$ cat config.mk
export PLATFORM = sky130hd
export DESIGN_NAME = acc_rndsat
export DESIGN_NICKNAME = d
export VERILOG_FILES = /design/src/rtl/acc_rndsat_pkg.sv /design/src/rtl/acc_stage.sv /design/src/rtl/rnd_unit.sv /design/src/rtl/sat_unit.sv /design/src/rtl/acc_rndsat.sv
export SDC_FILE = /design/constraint.sdc
export NUM_CORES = 1
export LEC_CHECK = 0
export ABC_AREA = 1
export BUFFER_PORTS_ARGS = -buffer_cell sky130_fd_sc_hd__clkbuf_2
export CAP_MARGIN = 5
export CELL_PAD_IN_SITES_DETAIL_PLACEMENT = 0
export CELL_PAD_IN_SITES_GLOBAL_PLACEMENT = 1
export CORE_ASPECT_RATIO = 1.5
export CORE_MARGIN = 10
export CORE_UTILIZATION = 23
export CTS_CLUSTER_DIAMETER = 30
export CTS_CLUSTER_SIZE = 25
export DETAILED_ROUTE_END_ITERATION = 8
export GPL_TIMING_DRIVEN = 0
export PLACE_DENSITY = 0.44
export SETUP_SLACK_MARGIN = 0.2
export SLEW_MARGIN = 20
export SYNTH_ARGS = -nofsm -noshare
export SYNTH_HDL_FRONTEND = slang
export SYNTH_SLANG_ARGS = --single-unit
$ cat constraint.sdc
create_clock -name clk -period 18.9 [get_ports clk]
set_clock_uncertainty 0.15 [all_clocks]
set_input_delay 2.835 -clock clk [delete_from_list [all_inputs] [get_ports clk]]
set_output_delay 2.835 -clock clk [all_outputs]
set_load 0.05 [all_outputs]
$ cat src/rtl/acc_rndsat_pkg.sv
package acc_rndsat_pkg;

    localparam int BUS_W  = 44;
    localparam int EXT_W  = BUS_W + 1;
    localparam int RND_LO = 6;
    localparam int RND_HI = 21;
    localparam int SAT_LO = 28;
    localparam int SAT_HI = 43;

    typedef logic signed [BUS_W-1:0] bus_t;
    typedef logic signed [EXT_W-1:0] ext_t;

    typedef struct packed {
        logic valid;
        logic rnd_en;
        logic sat_en;
    } ctl_t;

    function automatic ext_t round_offset(int pos);
        ext_t one = ext_t'(1);
        return one <<< (pos - 1);
    endfunction

    function automatic ext_t keep_mask(int pos);
        ext_t one = ext_t'(1);
        return ~((one <<< pos) - one);
    endfunction

    function automatic ext_t pos_limit(int sat_pos, int rnd_pos, bit sym);
        ext_t one = ext_t'(1);
        return sym ? ((one <<< sat_pos) - (one <<< rnd_pos)) : ((one <<< sat_pos) - one);
    endfunction

    function automatic ext_t neg_limit(int sat_pos, int rnd_pos, bit sym);
        ext_t one = ext_t'(1);
        return sym ? -pos_limit(sat_pos, rnd_pos, sym) : -(one <<< sat_pos);
    endfunction

endpackage

$ cat src/rtl/acc_stage.sv
module acc_stage
    import acc_rndsat_pkg::*;
#(
    parameter int A_W = 18,
    parameter int B_W = 18
) (
    input  logic                  clk,
    input  logic                  rst,
    input  logic                  acc_clr,
    input  logic                  in_valid,
    input  logic signed [A_W-1:0] op_a,
    input  logic signed [B_W-1:0] op_b,
    input  logic                  rnd_en,
    input  logic                  sat_en,
    output bus_t                  acc_q,
    output ctl_t                  ctl_q
);
    localparam int P_W = A_W + B_W;

    logic signed [P_W-1:0] prod;
    bus_t                  prod_x;

    assign prod   = op_a * op_b;
    assign prod_x = {{(BUS_W-P_W){prod[P_W-1]}}, prod};

    always_ff @(posedge clk) begin
        if (rst) begin
            acc_q <= '0;
            ctl_q <= '0;
        end else begin
            if (in_valid) begin
                acc_q <= acc_clr ? prod_x : acc_q + prod_x;
            end else if (acc_clr) begin
                acc_q <= '0;
            end
            ctl_q <= '{valid: in_valid, rnd_en: rnd_en, sat_en: sat_en};
        end
    end

    a_r2_idle_hold: assert property (@(posedge clk) disable iff (rst)
        (!in_valid && !acc_clr) |=> $stable(acc_q));

    a_r3_clear_idle: assert property (@(posedge clk) disable iff (rst)
        (acc_clr && !in_valid) |=> (acc_q == '0));

    a_r4_valid_stage1: assert property (@(posedge clk) disable iff (rst)
        in_valid |=> ctl_q.valid);

endmodule

$ cat src/rtl/rnd_unit.sv
module rnd_unit
    import acc_rndsat_pkg::*;
#(
    parameter int RND_POS = 10
) (
    input  bus_t din,
    input  logic rnd_en,
    output ext_t dout
);
    localparam ext_t OFFSET = round_offset(RND_POS);
    localparam ext_t MASK   = keep_mask(RND_POS);

    ext_t din_x;

    assign din_x = ext_t'(din);

    always_comb begin
        if (rnd_en) dout = (din_x + OFFSET) & MASK;
        else        dout = din_x;
    end
endmodule

$ cat src/rtl/sat_unit.sv
module sat_unit
    import acc_rndsat_pkg::*;
#(
    parameter int RND_POS   = 10,
    parameter int SAT_POS   = 36,
    parameter bit SYMMETRIC = 1'b0
) (
    input  ext_t                din,
    input  logic                sat_en,
    output logic [BUS_W-1:0]    dout,
    output logic                clamped
);
    localparam ext_t HI_LIM = pos_limit(SAT_POS, RND_POS, SYMMETRIC);
    localparam ext_t LO_LIM = neg_limit(SAT_POS, RND_POS, SYMMETRIC);

    always_comb begin
        dout    = din[BUS_W-1:0];
        clamped = 1'b0;
        if (sat_en) begin
            if (din > HI_LIM) begin
                dout    = HI_LIM[BUS_W-1:0];
                clamped = 1'b1;
            end else if (din < LO_LIM) begin
                dout    = LO_LIM[BUS_W-1:0];
                clamped = 1'b1;
            end
        end
    end
endmodule

$ cat src/rtl/acc_rndsat.sv
module acc_rndsat
    import acc_rndsat_pkg::*;
#(
    parameter int A_W       = 18,
    parameter int B_W       = 18,
    parameter int RND_POS   = 10,
    parameter int SAT_POS   = 36,
    parameter bit SYMMETRIC = 1'b0
) (
    input  logic                  clk,
    input  logic                  rst,
    input  logic                  acc_clr,
    input  logic                  in_valid,
    input  logic signed [A_W-1:0] op_a,
    input  logic signed [B_W-1:0] op_b,
    input  logic                  rnd_en,
    input  logic                  sat_en,
    output logic [BUS_W-1:0]      result,
    output logic                  out_valid,
    output logic                  sat_flag
);
    localparam ext_t HI_LIM = pos_limit(SAT_POS, RND_POS, SYMMETRIC);
    localparam ext_t LO_LIM = neg_limit(SAT_POS, RND_POS, SYMMETRIC);

    if (RND_POS < RND_LO || RND_POS > RND_HI) begin : g_bad_rnd
        $error("rounding position outside legal window");
    end
    if (SAT_POS < SAT_LO || SAT_POS > SAT_HI) begin : g_bad_sat
        $error("clamp position outside legal window");
    end
    if (A_W + B_W > BUS_W) begin : g_bad_width
        $error("product wider than accumulator");
    end

    bus_t              acc_q;
    ctl_t              ctl_q;
    ext_t              rnd_out;
    logic [BUS_W-1:0]  sat_out;
    logic              clamped;
    logic              rnd_q2;
    logic              sat_q2;
    ext_t              res_x;

    acc_stage #(.A_W(A_W), .B_W(B_W)) u_acc (
        .clk      (clk),
        .rst      (rst),
        .acc_clr  (acc_clr),
        .in_valid (in_valid),
        .op_a     (op_a),
        .op_b     (op_b),
        .rnd_en   (rnd_en),
        .sat_en   (sat_en),
        .acc_q    (acc_q),
        .ctl_q    (ctl_q)
    );

    rnd_unit #(.RND_POS(RND_POS)) u_rnd (
        .din    (acc_q),
        .rnd_en (ctl_q.rnd_en),
        .dout   (rnd_out)
    );

    sat_unit #(.RND_POS(RND_POS), .SAT_POS(SAT_POS), .SYMMETRIC(SYMMETRIC)) u_sat (
        .din     (rnd_out),
        .sat_en  (ctl_q.sat_en),
        .dout    (sat_out),
        .clamped (clamped)
    );

    always_ff @(posedge clk) begin
        if (rst) begin
            result    <= '0;
            out_valid <= 1'b0;
            sat_flag  <= 1'b0;
            rnd_q2    <= 1'b0;
            sat_q2    <= 1'b0;
        end else begin
            out_valid <= ctl_q.valid;
            sat_flag  <= ctl_q.valid & clamped;
            if (ctl_q.valid) begin
                result <= sat_out;
                rnd_q2 <= ctl_q.rnd_en;
                sat_q2 <= ctl_q.sat_en;
            end
        end
    end

    assign res_x = ext_t'($signed(result));

    a_r4_valid_stage2: assert property (@(posedge clk) disable iff (rst)
        ctl_q.valid |=> out_valid);

    a_r4_no_spurious_valid: assert property (@(posedge clk) disable iff (rst)
        !ctl_q.valid |=> (!out_valid && !sat_flag && $stable(result)));

    a_r5_round_low_zero: assert property (@(posedge clk) disable iff (rst)
        (out_valid && rnd_q2 && !sat_flag) |-> (result[RND_POS-1:0] == '0));

    a_r7_within_limits: assert property (@(posedge clk) disable iff (rst)
        (out_valid && sat_q2) |-> (res_x <= HI_LIM && res_x >= LO_LIM));

    a_r7_flag_at_limit: assert property (@(posedge clk) disable iff (rst)
        sat_flag |-> (res_x == HI_LIM || res_x == LO_LIM));

    a_r10_no_flag_when_off: assert property (@(posedge clk) disable iff (rst)
        (out_valid && !sat_q2) |-> !sat_flag);

    if (SYMMETRIC) begin : g_sym_chk
        a_r8_sym_low_zero: assert property (@(posedge clk) disable iff (rst)
            sat_flag |-> (result[RND_POS-1:0] == '0));
    end

endmodule

==> impl_metrics.py <==
metrics = {
    "setup_path": {
        "end_kind": "register",
        "critPathLaunchType": "input pin",
        "crit_top_cell": "inv_1",
        "critPathMaxStageDelay_ns": 0.76,
        "crit_type": "in -> reg",
        "critPathArrivalTime_ns": 12.56,
        "required_ns": 19.03,
        "worst_path_max_delay_cell": "nor3_1",
        "crit_fanout": 10,
    },
    "floorplan": {
        "die_h_um": 392.6,
        "start_util": 0.2321,
        "core_area_mm2": 0.09172,
        "die_x_um": 268.4,
        "dieArea_mm2": 0.1054,
        "rows": 136,
        "pin_count": 88,
    },
    "drt": {
        "wirelength_mm": 90.06,
        "wl_per_cell_um": 20.67,
        "drc": 0,
        "vias_per_cell": 4.378,
        "vias": 19070,
        "ant_nets": 0,
        "drt-initial-drc-count": 818,
        "dr.pass1.iters": 5,
    },
    "cells_and_area": {
        "layout_commonest_cell": "inv_1",
        "final_cell_mix": "inv_1, nand2_1, fa_1",
        "areaGrowthSynthToFinish_pct": 9.599,
        "fillCellCount": 10400,
        "fin_cells": 4356,
        "drive_gt1_frac": 0.04934,
        "num-nets-final": 3688,
    },
    "hold_path": {
        "hold_path.class": "reg -> reg",
    },
    "clock_network": {
        "cts_buffer_depth": 2,
        "clk_pin_slew_ns": 0.09,
        "clock-sinks": 93,
        "cts_tree": "done",
        "cts-root-buf": "clkbuf_16",
        "clk_latency_ns": 0.40,
        "ctsResizeCount": 0,
        "h-tree-depth": 3,
        "post_cts_buffers": 0,
        "cts_buffers": 9,
        "cts-hold-fix-buffers": 0,
    },
    "run_status": {
        "status": "finished clean",
    },
    "logic_synthesis": {
        "synthSimpleGateAreaFrac": 0.2484,
        "yosysTopAreaCell": "fa_1",
        "synth_fp_nets": 3626,
        "yosysWarnings": 0,
        "synthAdderAreaFrac": 0.3921,
        "ys_seq_area_frac": 0.08747,
        "synth_compound_area_frac": 0.09264,
        "synth_xor_area_frac": 0.02057,
        "synthMuxAreaShare": 0.0004703,
        "synth_top_area_share": 0.3104,
        "synth_area_per_cell_um2": 6.833,
        "syn_inst": 3115,
        "ys_ff_latch": 93,
        "yosysUniqueCellTypes": 45,
        "synth_top_family_by_area": "adder cells",
        "synth_area_leaders": "fa_1, inv_1, nand2_1, dfxtp_1, ha_1",
        "netlist_area_mm2": 0.02129,
    },
    "placed_design": {
        "numPortBuffers": 51,
        "gp_congestion": 0.9292,
        "dpl.hpwl_mm": 79.95,
        "dp_cells": 4339,
    },
    "grt": {
        "grt_pass1_vias": 21090,
        "grt_first_pass_wirelength_mm": 134.3,
        "antenna_found_initial": 2,
        "grt_max_degree": 19,
        "grt_usage": 0.1734,
        "gr-total-overflow": 0,
    },
    "timing": {
        "min_period_ns": 12.43,
        "slew_viol_final": 0,
        "finalHoldViolations": 0,
        "tightest_slew_ns": 1.155,
        "setup_violations": 0,
        "finalCritPeriodShare": 0.6577,
        "rsz0062_at_grt": "no",
        "whs_ns": 0.3184,
        "fin_tns_setup_ns": 0,
        "fmax_mhz": 80.44,
        "slew_headroom": 0.2217,
    },
    "job": {
        "maxCapViolCount": 0,
    },
}
per-layer routing:
metal | share of wire | vias up | track usage
met3 | 0.016 | 156 | 0.01050
met2 | 0.56 | 316 | 0.3516
met5 | 0 | - | 0
met4 | 0.062 | 0 | 0.09383
met1 | 0.36 | 9169 | 0.1703
li1 | - | 9428 | -
per-stage QoR:
step	setup slack (ns)	utilization	cell area (µm²)
6_report	6.469	0.2544	23330
5_1_grt	5.856	0.2543	23330
4_1_cts	6.253	0.2543	23330
3_5_place_dp	5.858	0.2509	23010
3_3_place_gp	5.903	0.2509	23010
2_1_floorplan	8.809	-	21290
layout make-up:
cell class,count,area [µm²],area share
clock inverters,7,92.59,0.003969
clock buffers,9,225.2,0.009654
well taps,1173,1468,0.06291
flip-flops and latches,93,1862,0.07981
multi-input cells,2138,16050,0.6881
diodes,1,2.502,0.0001073
plain buffers,114,480.5,0.02060
repair buffers,51,255.2,0.01094
inverters,770,2890,0.1239
cells by family after synthesis:
| kind of cell | after synthesis |
|---|---|
| flip-flops | 93 |
| AO/OA/AOI/OAI | 346 |
| buffers and inverters | 884 |
| AND/OR/NAND/NOR | 1272 |
| multiplexers | 1 |
| XOR/XNOR | 50 |
| adder cells (fa/ha/maj) | 469 |
cell usage after synthesis (all sizes together):
cell type  instances
a21boi             6
buf               19
nor4               6
fa               330
o21ai            123
clkbuf            95
dfxtp             93
ha               139
o21a               4
a31oi              3
and3               2
or2               20
inv              767
nand3b             4
a22oi              1
o211ai            20
xnor2             18
xor2              32
nand4             37
o21bai            14
mux2i              1
nor2             262
nor3              25
and2               2
nand3            148
a21oi            170
clkinv             3
nand2            766
a21o               3
a31o               2
worst paths after layout:
check / startpoint / to / slack, ns / cells past startpoint
max reg2reg: u_acc.acc_q[0] / u_acc.acc_q[28] / 14.58 / 15
max: op_b[2] / u_acc.acc_q[31] / 6.47 / 37
min reg2reg: result[40] / result[40] / 0.32 / 2
min: result[40] / result[40] / 0.32 / 2
critical path, delay by kind of cell:
kind	cells	cell delay, ns
compound gates	3	1.01
buf+inv	11	1.99
simple gates	15	2.66
fa+ha+maj	8	4.03
flip-flops by register name, indices dropped and copies added, names as in the netlist:
register,flops
out_valid,1
result,44
u_acc.ctl_q,3
sat_flag,1
u_acc.acc_q,44
Power is left out: the tool's default activity adds up to more than one toggle a clock period on the data nets, which glitch-free logic cannot reach.
